--- config.mk ---
export PLATFORM = sky130hd
export DESIGN_NAME = polled_input_port
export DESIGN_NICKNAME = d
export VERILOG_FILES = /design/src/rtl/pip_pkg.sv /design/src/rtl/pip_select.sv /design/src/rtl/pip_flags.sv /design/src/rtl/pip_buffer.sv /design/src/rtl/polled_input_port.sv
export SDC_FILE = /design/constraint.sdc
export NUM_CORES = 1
export LEC_CHECK = 0
export ABC_CLOCK_PERIOD_IN_PS = 1200
export BUFFER_PORTS_ARGS = -buffer_cell sky130_fd_sc_hd__buf_2
export CAP_MARGIN = 20
export CORE_ASPECT_RATIO = 0.9
export CORE_MARGIN = 2
export CORE_UTILIZATION = 30
export DETAILED_ROUTE_END_ITERATION = 8
export PLACE_DENSITY = 0.6
export SETUP_SLACK_MARGIN = 0.02
export SLEW_MARGIN = 20
export SYNTH_ARGS = -nofsm -noshare
export SYNTH_HDL_FRONTEND = slang
export SYNTH_SLANG_ARGS = --single-unit
--- constraint.sdc ---
create_clock -name clk -period 1.2 [get_ports clk]
set_input_delay 0.24 -clock clk [delete_from_list [all_inputs] [get_ports clk]]
set_output_delay 0.24 -clock clk [all_outputs]
set_load 0.01 [all_outputs]
--- src/rtl/pip_pkg.sv ---
// pip_pkg: shared constants for the polled input port.
// Assumes the status word is at least two bits wide.
package pip_pkg;
    localparam int STAT_BUSY_BIT = 1;
    localparam int STAT_DONE_BIT = 0;

    typedef struct packed {
        logic busy;
        logic done;
    } pip_flags_t;
endpackage

--- src/rtl/pip_select.sv ---
// pip_select: compares the address lines with this port's device code.
// Assumes the code is a constant fixed at elaboration.
module pip_select #(
    parameter int                ADDR_W   = 4,
    parameter logic [ADDR_W-1:0] DEV_CODE = '0
) (
    input  logic [ADDR_W-1:0] addr,
    output logic              sel
);
    // Match detector: high only when the code equals this port's code.
    always_comb begin
        sel = (addr == DEV_CODE);
    end
endmodule

--- src/rtl/pip_flags.sv ---
// pip_flags: busy/done handshake sequencer and device launch pulse.
// Assumes the end strobe is a single-cycle pulse. Start and end cannot
// both be honoured in one cycle, because start needs !busy and end needs busy.
module pip_flags
    import pip_pkg::*;
(
    input  logic       clk,
    input  logic       rst_n,
    input  logic       sel,
    input  logic       start,
    input  logic       data_rd,
    input  logic       dev_end,
    output pip_flags_t flags,
    output logic       capture,
    output logic       launch
);
    logic accept, finish, retire;

    // Decode the three events that can move the flags.
    always_comb begin
        accept  = sel & start & ~flags.busy;
        finish  = flags.busy & dev_end;
        retire  = sel & data_rd & flags.done;
        capture = finish;
    end

    // Flag registers and launch pulse, updated once per clock.
    always_ff @(posedge clk) begin
        if (!rst_n) begin
            flags  <= '0;
            launch <= 1'b0;
        end else begin
            launch <= accept;
            if (accept) begin
                flags.busy <= 1'b1;
                flags.done <= 1'b0;
            end else if (finish) begin
                flags.busy <= 1'b0;
                flags.done <= 1'b1;
            end else if (retire) begin
                flags.done <= 1'b0;
            end
        end
    end


    start_sets_busy_chk: assert property (@(posedge clk) disable iff (!rst_n)
        (sel && start && !flags.busy) |=> (flags.busy && !flags.done && launch));

    busy_start_ignored_chk: assert property (@(posedge clk) disable iff (!rst_n)
        (flags.busy && !dev_end) |=> (flags.busy && !launch));

    end_sets_done_chk: assert property (@(posedge clk) disable iff (!rst_n)
        (flags.busy && dev_end) |=> (!flags.busy && flags.done));

    read_clears_done_chk: assert property (@(posedge clk) disable iff (!rst_n)
        (sel && data_rd && flags.done && !start) |=> !flags.done);

    foreign_read_keeps_done_chk: assert property (@(posedge clk) disable iff (!rst_n)
        (!sel && flags.done && !flags.busy) |=> flags.done);

    flags_exclusive_chk: assert property (@(posedge clk) disable iff (!rst_n)
        !(flags.busy && flags.done));
endmodule

--- src/rtl/pip_buffer.sv ---
// pip_buffer: data buffer register loaded on an accepted end strobe.
// Assumes capture comes from the flag sequencer and is one cycle long.
module pip_buffer #(
    parameter int DATA_W = 8
) (
    input  logic              clk,
    input  logic              rst_n,
    input  logic              capture,
    input  logic [DATA_W-1:0] din,
    output logic [DATA_W-1:0] dout
);
    // Holding register: loads only on capture.
    always_ff @(posedge clk) begin
        if (!rst_n)       dout <= '0;
        else if (capture) dout <= din;
    end


    buffer_hold_chk: assert property (@(posedge clk) disable iff (!rst_n)
        !capture |=> $stable(dout));
endmodule

--- src/rtl/polled_input_port.sv ---
// polled_input_port: processor-polled input port with busy/done status.
// Assumes the reads are combinational and zero when the port is not addressed.
module polled_input_port
    import pip_pkg::*;
#(
    parameter int                ADDR_W   = 4,
    parameter int                DATA_W   = 8,
    parameter logic [ADDR_W-1:0] DEV_CODE = 4'h5
) (
    input  logic              clk,
    input  logic              rst_n,
    input  logic [ADDR_W-1:0] cpu_addr,
    input  logic              cpu_start,
    input  logic              cpu_stat_rd,
    input  logic              cpu_data_rd,
    output logic [DATA_W-1:0] cpu_stat,
    output logic [DATA_W-1:0] cpu_rdata,
    output logic              dev_start,
    input  logic [DATA_W-1:0] dev_data,
    input  logic              dev_end
);
    logic              sel, capture;
    pip_flags_t        flags;
    logic [DATA_W-1:0] buf_q;

    pip_select #(.ADDR_W(ADDR_W), .DEV_CODE(DEV_CODE)) i_sel (
        .addr(cpu_addr), .sel(sel));

    pip_flags i_flags (
        .clk(clk), .rst_n(rst_n), .sel(sel), .start(cpu_start),
        .data_rd(cpu_data_rd), .dev_end(dev_end), .flags(flags),
        .capture(capture), .launch(dev_start));

    pip_buffer #(.DATA_W(DATA_W)) i_buf (
        .clk(clk), .rst_n(rst_n), .capture(capture),
        .din(dev_data), .dout(buf_q));

    // Read-back gating: status word and buffer only when addressed.
    always_comb begin
        cpu_stat = '0;
        if (sel && cpu_stat_rd) begin
            cpu_stat[STAT_BUSY_BIT] = flags.busy;
            cpu_stat[STAT_DONE_BIT] = flags.done;
        end
        cpu_rdata = (sel && cpu_data_rd) ? buf_q : '0;
    end


    unselected_quiet_chk: assert property (@(posedge clk) disable iff (!rst_n)
        (cpu_addr != DEV_CODE) |-> (cpu_stat == '0 && cpu_rdata == '0));

    foreign_start_chk: assert property (@(posedge clk) disable iff (!rst_n)
        (cpu_addr != DEV_CODE && !flags.busy) |=> !dev_start);

    stat_upper_zero_chk: assert property (@(posedge clk) disable iff (!rst_n)
        (cpu_stat >> 2) == '0);
endmodule

* Word level (Yosys, flattened, before mapping)
Cells that the tools add are included.
Storage, ports and cells: bits in registers 11, latch bits 0, RAM bits 0, ROM bits 0, bits of input ports 18, output and inout port bits 17, logic and storage cells 23, memories 0
Operators by class: add/subtract/negate cells 0, multipliers 0, divide/modulo/power cells 0, order comparisons 0, equal/unequal tests 1, shift operators 0, multiplexer cells 6, bitwise logic cells 7, reductions and logical operators 5
Operator list (number):
- $mux W8 | 1
- $and A1 B1 Y1 | 5
- $eq A4 B3 Y1 const B | 1
- $mux W2 | 2
- $reduce_bool A2 Y1 | 2
- $mux W1 | 3
- $logic_and A1 B1 Y1 | 2
- $not A1 Y1 | 2
- $reduce_or A2 Y1 | 1

* Longest topological paths before layout
Gate-level depths: netlist of the first run.
word-level depth 6, depth in mapped cells 4, depth with buffers taken out 3

* Hierarchy
From an unflattened synthesis of the first run, not the netlist that was laid out.
Unflattened totals: cell total of the unflattened synthesis 57, area, all modules 548.0 um^2
By module, submodules not included:
- pip_buffer | instances 1, cells each 25, area an instance 301.5 um^2, seq. area each 160.2 um^2
- pip_flags | instances 1, cells each 14, area an instance 122.6 um^2, seq. area each 60.1 um^2
- polled_input_port | instances 1, cells each 17, area an instance 111.4 um^2, seq. area each 0.0 um^2
- pip_select | instances 1, cells each 1, area an instance 12.5 um^2, seq. area each 0.0 um^2

* Least setup slack after synthesis of the first run
OpenSTA, ideal clock, no wires.
path type input to output, from input cpu_addr[1], to output cpu_rdata[0], arrival 0.858 ns, required time 0.960 ns, slack 0.102 ns, stages 3, path buffers 1, cells stage by stage and4bb_1 > buf_6 > and3_1
On the way: longest elaborated chain between the ends 3
RTL lines:
- start: declaration | RTL line polled_input_port.sv:12 | input logic [ADDR_W-1:0] cpu_addr,
- $eq A4 B3 Y1 | RTL line pip_select.sv:12 | sel = (addr == DEV_CODE);
- $logic_and A1 B1 Y1 | RTL line polled_input_port.sv:45 | cpu_rdata = (sel && cpu_data_rd) ? buf_q : '0;
- $mux W8 | RTL line polled_input_port.sv:45
- end: declaration | RTL line polled_input_port.sv:17 | output logic [DATA_W-1:0] cpu_rdata,
Every way passes these cells.

* Final worst setup path of the first run
from input cpu_addr[1], to output cpu_rdata[3]
Same word-level chain as after synthesis.

==> reports/results.txt, run 1 <==
post-detailed-route DRC marker count - 0
netlist area before placement - 515 sq um
RD Place Congestion - 0.714
leading cell type in the layout, fill and taps excluded - buf_2
number of clock sinks - 11
endpoint kind of the worst setup timing path - output port
hold_buf cts - 0
type of the tightest min-delay check - input port to register
Pleak - 0.356 nW
Synth Area per Inst - 8.05 sq um
router iterations before antenna repair - 4
CTS HTree Levels - 1
ratio of routed vias to standard cells - 4.36
number of cells in the design after placement - 114
r2r setup slk - 180 ps
post-route worst setup slack - -62.5 ps
HPWL after detailed placement - 874 um
number of pins with negative max-slew slack in the final report - 0
Post-Route Utilization - 0.416
site row count - 14
Seq/Total Area, Yosys - 0.427
iteration-0 DRC count of the detailed router - 7
max-cap violation count - 0
Final setup viols - 10
number of global-route vias before repair - 474
CP max-delay cell - and4bb_1
maximum root-to-sink buffer count - 2
total length of routed wires - 1170 um
count of vias placed by the detailed router - 514
overall routing resource usage - 0.135
CTS clk-pin slew, worst paths - 70 ps
CP startpoint - cpu_addr[1]
maximum number of pins on one net before global-route repair - 13
number of warning messages in the yosys log - 0
later-pin clock latency in the skew report - 260 ps
worst voltage drop across the vdd grid - 522 uV
worst setup path class - input port to output port
arrival time of data at the critical path endpoint - 1020 ps
crit share post-route - 1.05
Top-Level Pins - 35
post-detailed-route wirelength per cell - 9.89 um
Die Height - 43.3 um
total design power - 0.680 mW
number of clock buffers inserted by TritonCTS - 3
Synth Instances - 64
run status - complete, but fails checks
residual overflow from global routing - 0
worst slack, placed - -78.0 ps
worst endpoint required time - 960 ps
die extent in x - 47.7 um
worst-path cell chain - buf_6, and4bb_1, buf_6, and3_1, buf_2
Final Instance Area - 684 sq um
antenna violations before repair - 0
startpoint type of the worst setup path - input port
layout cell share with drive strength beyond 1 - 0.340
minimum clock period after layout - 1260 ps
Floorplan Core Area - 1650 sq um
most frequent cells in the layout - buf_2, nand2_1, dfxtp_1, and3_1, a21oi_1
cell repeated most along the worst path - buf_6
Final Hold Vio Count - 0
unrepaired setup endpoints after global routing - true
Hold Crit Start - dev_data[1]
clock tree from TritonCTS - built
area growth from synthesis to final layout - 32.8%
number of register bits inferred by synthesis - 11
clock root buffer master - clkbuf_4
maximum fanout encountered on the critical timing path - 12
Antenna Violating Nets Remaining - 0
Die Area - 2070 sq um
pwr dens - 994 nW/um^2
Post-layout nets - 113
top achievable clock speed - 792 MHz
post-place instance area - 648 sq um
r2r startpoint - i_flags.flags[1]$_SDFFE_PN0P_
number of unique standard cell types used by synthesis - 15
n_diodes - 0
worst hold margin - 203 ps
count of placed standard cells in the final layout, fillers left out - 118
summed negative setup slack over all endpoints - -479 ps
first-pass GRT wire length - 1930 um
count of buffers inserted at the top-level ports - 28
Initial Utilization - 0.313
violations in the final reports - negative setup slack
setup clock skew after layout - 1.44 ps
delay of the slowest cell on the worst path - 270 ps
[final timing paths]
path                                 to  depth (start not counted)
max reg2reg  i_buf.dout[2]$_SDFFE_PN0P_                          3
min          i_buf.dout[1]$_SDFFE_PN0P_                          3
max                        cpu_rdata[3]                          5
min reg2reg  i_buf.dout[0]$_SDFFE_PN0P_                          2
[registers in the layout, indices dropped and copies added (netlist names)]
register / flops
i_flags.flags: 2
i_buf.dout: 8
i_flags.launch: 1
[Yosys cell counts]
cell	number	area (sq um)
nand2_1	17	63.8
dfxtp_1	11	220
and3_1	10	62.6
a21oi_1	9	45.0
buf_4	7	52.6
and2_1	1	6.26
and4bb_1	1	12.5
buf_6	1	11.3
clkinv_1	1	3.75
conb_1	1	3.75
nand2b_1	1	6.26
nand3_1	1	5.00
nand3b_1	1	7.51
nor2_1	1	3.75
o2111a_1	1	11.3
[worst max-delay path, delay by kind of cell]
kind                   cells  cell delay, ps
and+or+nand+nor            2             430
buffers and inverters      3             360
[area by class of cell]
type	count	area, sq um
fill	176	962
multi-input combinational	49	246
sequential	11	220
timing repair buffer	29	158
tap	24	30.0
clock buffer	4	26.3
inverter	1	3.75
[report_power, final]
part           switching [mW]  total [mW]  internal (mW)
sequential            0.00124       0.369          0.367
clock                   0.124       0.252          0.129
combinational          0.0315      0.0593         0.0278
[what timing repair did]
action                     in CTS  in global routing
setup endpoints to repair      10                 10
gates resized for setup         2                  0
buffers inserted                0                  0
[kinds of logic after synthesis]
group	after synthesis	synth area share
AND/OR/NAND/NOR	33	0.325
flip-flops	11	0.427
AO/OA/AOI/OAI	10	0.109
buffers and inverters	9	0.131
other	1	0.00727
[routing by layer]
layer	track usage	vias up	wire, um
li1	-	264	-
met1	0.171	228	509
met2	0.192	20	552
met3	0.0638	2	94
met4	0.0649	0	10
met5	0	-	0
No activity file was read; power rests on OpenSTA's default activity.
==> run 2, diff against run 1 <==
--- a/config.mk
+++ b/config.mk
@@ -12,9 +12,10 @@
 export CORE_MARGIN = 2
 export CORE_UTILIZATION = 30
 export DETAILED_ROUTE_END_ITERATION = 8
-export PLACE_DENSITY = 0.6
+export PLACE_DENSITY = 0.59
 export SETUP_SLACK_MARGIN = 0.02
 export SLEW_MARGIN = 20
 export SYNTH_ARGS = -nofsm -noshare
 export SYNTH_HDL_FRONTEND = slang
+export SYNTH_HIERARCHICAL = 1
 export SYNTH_SLANG_ARGS = --single-unit
==> run 2 against run 1 <==
- the run still ends with negative setup slack left
- clock skew is essentially flat
- flip-flop and latch count did not move
- wire length up 16%
- largest power group unchanged
==> reports/results.txt, run 2 <==
number of register bits inferred by synthesis - 11 (unchanged)
number of warning messages in the yosys log - 6 (+6)
r2r setup slk - 130 ps (-50 ps)
Final setup viols - 9 (-1)
switching power share of the total - 0.239 (+0.00966)
share of synthesized cell area in full adder, half adder and majority cells - 0 (unchanged)
RD Place Congestion - 0.702 (-1.6%)
most numerous cell in the Yosys netlist - dfxtp_1
Power Internal - 0.535 mW (+2.1%)
residual overflow from global routing - 0 (unchanged)
number of flip-flops under the largest register name - 8 (unchanged)
number of clock sinks - 11 (unchanged)
max-cap violation count - 0 (unchanged)
total design power - 0.703 mW (+3.4%)
crit share post-route - 1.03 (-0.0214)
Synth Area in XOR/XNOR - 0 (unchanged)
Clock Power Share - 0.369 (-0.002)
maximum number of pins on one net before global-route repair - 13 (unchanged)
part of the power in registers - 0.525 (-0.017)
filler cell count - 182 (+3.4%)
ratio of routed vias to standard cells - 4.34 (-0.32%)
area growth from synthesis to final layout - 49.5%
Antenna Violating Nets Remaining - 0 (unchanged)
worst endpoint required time - 960 ps (about the same)
number of unique standard cell types used by synthesis - 16 (+1)
delay of the slowest cell on the worst path - 370 ps (+100 ps)
CP max-delay cell - and4bb_4
worst slack, placed - -103 ps (-24.9 ps)
Floorplan Core Area - 1700 sq um (+3.2%)
violations in the final reports - negative setup slack
Pleak - 0.366 nW (+2.7%)
leading registers by flop count - i_buf/dout: 8 flops, i_flags/flags: 2 flops, i_flags/launch: 1 flops
maximum fanout encountered on the critical timing path - 6 (-6)
post-detailed-route wirelength per cell - 11.9 um (+20%)
number of cells in the design after placement - 109 (-4.4%)
main combinational cell family by area after synthesis - simple AND/OR/NAND/NOR gates
Compound-Gate Fraction of Synth Area - 0.0274 (-0.0818)
iteration-0 DRC count of the detailed router - 1 (-6)
most frequent cells in the layout - buf_2, dfxtp_1, mux2i_1, nor2b_1, buf_6
Die Height - 44.5 um (+2.8%)
worst setup path class - input port to output port
Synth Area per Inst - 9.61 sq um (+19%)
post-synthesis mux area share - 0.164 (+0.164)
Top-Level Pins - 35 (unchanged)
prevailing post-synth register cell - dfxtp_1
CTS clk-pin slew, worst paths - 70 ps (about the same)
site row count - 14 (unchanged)
worst-path cell chain - buf_6, and4bb_4, and3_4, buf_6
top achievable clock speed - 809 MHz (+2.1%)
post-synthesis share of cell area spent on and, or, nand and nor gates - 0.290 (-0.0353)
power spent charging and discharging nets - 0.168 mW (+7.7%)
cell types with the largest area share after synthesis - dfxtp_1, mux2i_1, and3_1
cell repeated most along the worst path - buf_6
post-detailed-route DRC marker count - 0 (unchanged)
first-pass GRT wire length - 2170 um (+12%)
router iterations before antenna repair - 2 (-2)
number of clock buffers inserted by TritonCTS - 3 (unchanged)
run status - complete, but fails checks
unrepaired setup endpoints after global routing - true
Post-layout nets - 109 (-3.5%)
number of global-route vias before repair - 429 (-9.5%)
later-pin clock latency in the skew report - 270 ps (about the same)
maximum root-to-sink buffer count - 2 (unchanged)
Logic pwr share - 0.106 (+0.019)
antenna violations before repair - 0 (unchanged)
Initial Utilization - 0.323 (+0.00946)
count of placed standard cells in the final layout, fillers left out - 114 (-3.4%)
Die Area - 2180 sq um (+5.7%)
Seq/Total Area, Yosys - 0.402 (-0.0254)
clock tree from TritonCTS - built
minimum clock period after layout - 1240 ps (-25.7 ps)
clock root buffer master - clkbuf_4
leading cell type in the layout, fill and taps excluded - buf_2
setup clock skew after layout - 1.89 ps (+0.449 ps)
worst voltage drop across the vdd grid - 510 uV (-2.2%)
post-route worst setup slack - -36.8 ps (+25.7 ps)
netlist area before placement - 548 sq um (+6.3%)
arrival time of data at the critical path endpoint - 1000 ps (-20 ps)
pwr dens - 858 nW/um^2 (-14%)
endpoint kind of the worst setup timing path - output port
number of synthesized flops with an enable pin - 0 (unchanged)
overall routing resource usage - 0.136 (+0.000205)
register name with the most flops - i_buf/dout
count of vias placed by the detailed router - 495 (-3.7%)
proportion of netlist area held by the largest area contributor - 0.402 (-0.0254)
layout cell share with drive strength beyond 1 - 0.478 (+0.137)
n_diodes - 0 (unchanged)
startpoint type of the worst setup path - input port
type of the tightest min-delay check - input port to register
number of pins with negative max-slew slack in the final report - 0 (unchanged)
most common library cells after synthesis - dfxtp_1, and3_1, mux2i_1
Final Hold Vio Count - 0 (unchanged)
biggest area consumer among synthesized cells - dfxtp_1
ys async rst share - 0 (unchanged)
CTS HTree Levels - 1 (unchanged)
die extent in x - 49.1 um (+2.8%)
Synth Instances - 57 (-11%)
count of buffers inserted at the top-level ports - 28 (unchanged)
HPWL after detailed placement - 855 um (-2.2%)
total length of routed wires - 1350 um (+16%)
[run 2: cell types whose count changed in the layout (fill, tap and decap cells not counted), sizes merged, moves of 2 or more]
cell,previous run,this run
a21oi,9,1
mux2i,0,9
nand2,17,2
nor2b,0,8
o21ai,0,2
[run 2: per-stage QoR]
stage	instance area, sq um	util	TNS [ps]	hold WS [ps]
after global routing	820	0.482	-491	215
after global placement	696	0.409	-763	476
final	820	0.482	-221	221
after CTS	774	0.456	-150	214
after detailed placement	696	0.409	-966	493
after floorplan	567	-	0	362
[run 2: power groups by stage]
stage | combinational, mW | sequential (mW) | clock, mW
after floorplan | 0.0380 | 0.377 | 0
after global placement | 0.0622 | 0.377 | 0
after detailed placement | 0.0635 | 0.377 | 0
after CTS | 0.0732 | 0.369 | 0.273
after global routing | 0.0831 | 0.369 | 0.293
final | 0.0748 | 0.369 | 0.259
[run 2: repair_timing]
action,in CTS,in global routing
hold buffers,0,0
gates resized for setup,8,9
endpoints found under the hold margin,0,0
pin swaps,7,4
setup buffers,1,0
setup endpoints to repair,10,10
gates cloned,1,0
[run 2: layer usage]
layer	part of all wire	up-vias	GRT usage
li1	-	250	-
met1	0.46	224	0.177
met2	0.46	19	0.200
met3	0.072	2	0.0574
met4	0.010	0	0.0514
met5	0	-	0
[run 2: final timing paths]
kind                                                    start                         end  cells after the start
worst min register to register  i_flags/flags[1]$_SDFFE_PN0P_   i_flags/launch$_SDFF_PN0_                      1
worst min-delay path                              dev_data[7]  i_buf/dout[7]$_SDFFE_PN0P_                      3
worst max register to register  i_flags/flags[1]$_SDFFE_PN0P_  i_buf/dout[3]$_SDFFE_PN0P_                      3
worst max-delay path                              cpu_addr[3]                cpu_rdata[3]                      4
[run 2: final cells by class]
cell class	instances	area, sq um	area share
Multi-Input combinational cell	44	333	0.406
Sequential cell	11	221	0.270
Timing Repair Buffer	30	205	0.250
Tap cell	24	30.0	0.0366
Clock buffer	4	26.3	0.0321
Inverter	1	3.75	0.00458
[run 2: cell families after synthesis]
| family | after synthesis |
|---|---|
| simple gates | 25 |
| flops | 11 |
| mux | 9 |
| buf+inv | 8 |
| compound gates | 3 |
| other cells | 1 |
[run 2: worst max-delay path, delay by kind of cell]
kind	cells	cell delay [ps]
buffers and inverters	2	190
and+or+nand+nor	2	560
==> run 3, diff against run 2 <==
--- a/config.mk
+++ b/config.mk
@@ -5,7 +5,7 @@
 export SDC_FILE = /design/constraint.sdc
 export NUM_CORES = 1
 export LEC_CHECK = 0
-export ABC_CLOCK_PERIOD_IN_PS = 1200
+export ABC_CLOCK_PERIOD_IN_PS = 1500
 export BUFFER_PORTS_ARGS = -buffer_cell sky130_fd_sc_hd__buf_2
 export CAP_MARGIN = 20
 export CORE_ASPECT_RATIO = 0.9
==> constraint.sdc (replaced) <==
create_clock -name clk -period 1.5 [get_ports clk]
set_input_delay 0.3 -clock clk [delete_from_list [all_inputs] [get_ports clk]]
set_output_delay 0.3 -clock clk [all_outputs]
set_load 0.01 [all_outputs]
==> run 3 against run 2 <==
- the run now ends clean
- final area fell by 13%
- die area did not move
- clock power fell by 25%
- count of clock-buffer cells in the layout did not move
- via count fell by 8.1%
- first-iteration DRC count rose to 6.0 times the previous value
- wire length fell by 20%
- utilization fell by 6.4 points
- register-to-register slack improved by 240 ps
- critical path depth did not move
- non-clock buffer count fell by 2
- critical path type unchanged
- largest cell class unchanged
==> reports/results.txt, run 3 (same netlist as run 2, synthesis figures left out) <==
cell repeated most along the worst path - buf_2
number of global-route vias before repair - 392 (-8.6%)
Final Hold Vio Count - 0 (unchanged)
clock root buffer master - clkbuf_4
top achievable clock speed - 716 MHz
Initial Utilization - 0.323 (unchanged)
Final setup viols - 0 (-9)
Post-Route Utilization - 0.418 (-0.0641)
family with the most delay on the worst path - simple AND/OR/NAND/NOR gates
max-cap violation count - 0 (unchanged)
CP max-delay cell - and4bb_4
part of the power in registers - 0.547 (+0.022)
arrival time of data at the critical path endpoint - 1100 ps (+100 ps)
HPWL after detailed placement - 798 um (-6.6%)
switching power share of the total - 0.219 (-0.0202)
number of clock sinks - 11 (unchanged)
power spent charging and discharging nets - 0.118 mW (-30%)
number of pins with negative max-slew slack in the final report - 0 (unchanged)
total length of routed wires - 1080 um (-20%)
Resize count post-CTS - 0 (-8)
count of vias placed by the detailed router - 455 (-8.1%)
crit share post-route - 0.931
die extent in x - 49.1 um (unchanged)
Die Height - 44.5 um (unchanged)
CTS HTree Levels - 1 (unchanged)
worst-path cell chain - buf_2, and4bb_4, and3_1, buf_2
site row count - 14 (unchanged)
delay of the slowest cell on the worst path - 400 ps (+30 ps)
unrepaired setup endpoints after global routing - false
post-detailed-route wirelength per cell - 9.76 um (-18%)
startpoint type of the worst setup path - input port
type of the tightest min-delay check - input port to register
iteration-0 DRC count of the detailed router - 6 (+5)
Die Area - 2180 sq um (unchanged)
maximum root-to-sink buffer count - 2 (unchanged)
layout cell share with drive strength beyond 1 - 0.379 (-0.0985)
n_diodes - 0 (unchanged)
Power Internal - 0.421 mW (-21%)
leading registers by flop count - i_buf/dout: 8 flops, i_flags/flags: 2 flops, i_flags/launch: 1 flops
first-pass GRT wire length - 1730 um (-20%)
maximum number of pins on one net before global-route repair - 13 (unchanged)
RD Place Congestion - 0.685 (-2.4%)
post-place instance area - 681 sq um (-2.2%)
register name with the most flops - i_buf/dout
Post-layout nets - 106 (-2.8%)
run status - finished, final reports clean
Clock Power Share - 0.362 (-0.007)
Floorplan Core Area - 1700 sq um (unchanged)
worst voltage drop across the vdd grid - 475 uV (-7.0%)
Antenna Violating Nets Remaining - 0 (unchanged)
number of cells in the design after placement - 107 (-1.8%)
number of clock buffers inserted by TritonCTS - 3 (unchanged)
Reg area - 220 sq um (-0.56%)
CTS clk-pin slew, worst paths - 70 ps (about the same)
post-detailed-route DRC marker count - 0 (unchanged)
overall routing resource usage - 0.105 (-0.0307)
Top-Level Pins - 35 (unchanged)
leading cell type in the layout, fill and taps excluded - buf_2
hold_buf cts - 0 (unchanged)
buffering stage count on the worst path with inverters included - 2 (unchanged)
filler cell count - 195 (+7.1%)
maximum fanout encountered on the critical timing path - 12 (+6)
Logic pwr share - 0.091 (-0.015)
antenna violations before repair - 0 (unchanged)
Final Instance Area - 711 sq um (-13%)
ratio of routed vias to standard cells - 4.10 (-5.6%)
endpoint kind of the worst setup timing path - output port
count of placed standard cells in the final layout, fillers left out - 111 (-2.6%)
worst hold margin - 296 ps (+75.4 ps)
minimum clock period after layout - 1400 ps
Pleak - 0.355 nW (-2.8%)
number of flip-flops under the largest register name - 8 (unchanged)
worst endpoint required time - 1200 ps (+240 ps)
router iterations before antenna repair - 2 (unchanged)
residual overflow from global routing - 0 (unchanged)
area growth from synthesis to final layout - 29.7%
later-pin clock latency in the skew report - 260 ps (about the same)
clock tree from TritonCTS - built
count of buffers inserted at the top-level ports - 28 (unchanged)
area of the multi-input gates - 290 sq um (-13%)
total setup buffers inserted after CTS - 0 (-1)
worst setup path class - input port to output port
setup clock skew after layout - 1.83 ps (-0.0588 ps)
pwr dens - 759 nW/um^2 (-11%)
most frequent cells in the layout - buf_2, dfxtp_1, and3_1, mux2i_1, nor2b_1
summed negative setup slack over all endpoints - 0 ps (+221 ps)
==> run 3: cell count changes in the layout (fill, tap and decap cells not counted) <==
cell and change:
buf_2 +8, buf_6 -8, and3_1 +6, and3_4 -6, buf_4 -2, and4bb_2 -1
dfxtp_1 +1, dfxtp_2 -1
==> run 3: metal layers <==
| layer | wire (um) | GRT usage |
|---|---|---|
| met3 | 68 | 0.0507 |
| met4 | 0 | 0.0171 |
| met5 | 0 | 0 |
| met1 | 513 | 0.136 |
| met2 | 500 | 0.162 |
==> run 3: final timing paths <==
path,cells past startpoint,end,slack [ps],startpoint
setup / recovery,4,cpu_rdata[3],100,cpu_addr[3]
hold / removal,3,i_buf/dout[0]$_SDFFE_PN0P_,300,dev_data[0]
setup reg to reg,3,i_buf/dout[7]$_SDFFE_PN0P_,370,i_flags/flags[1]$_SDFFE_PN0P_
hold reg to reg,2,i_flags/flags[0]$_SDFFE_PP0P_,490,i_flags/flags[0]$_SDFFE_PP0P_
==> run 3: cell type report <==
type                    instances  share of cell area
multi-input cells              43               0.408
flip-flops and latches         11               0.310
repair buffers                 28               0.197
well taps                      24              0.0423
clock buffers                   4              0.0370
inverters                       1             0.00528
==> run 3: worst reg2reg max path: stages, from the launching register on <==
cell	delay (ps)
dfxtp_1	400
and2_2	340
mux2i_1	220
nor2b_1	60
==> run 3: through the flow <==
stage	setup slack, ps	total power [mW]
2_1_floorplan	336	0.332
3_3_place_gp	86.3	0.350
3_5_place_dp	65.3	0.351
4_1_cts	62.4	0.552
5_1_grt	61.4	0.573
6_report	103	0.540
==> run 3: power groups by stage <==
stage,Combinational [mW],Sequential [mW],Clock (mW)
floorplan,0.0304,0.302,0
global placement,0.0480,0.302,0
detailed placement,0.0486,0.302,0
CTS,0.0486,0.295,0.208
global route,0.0555,0.295,0.222
finish,0.0492,0.295,0.195
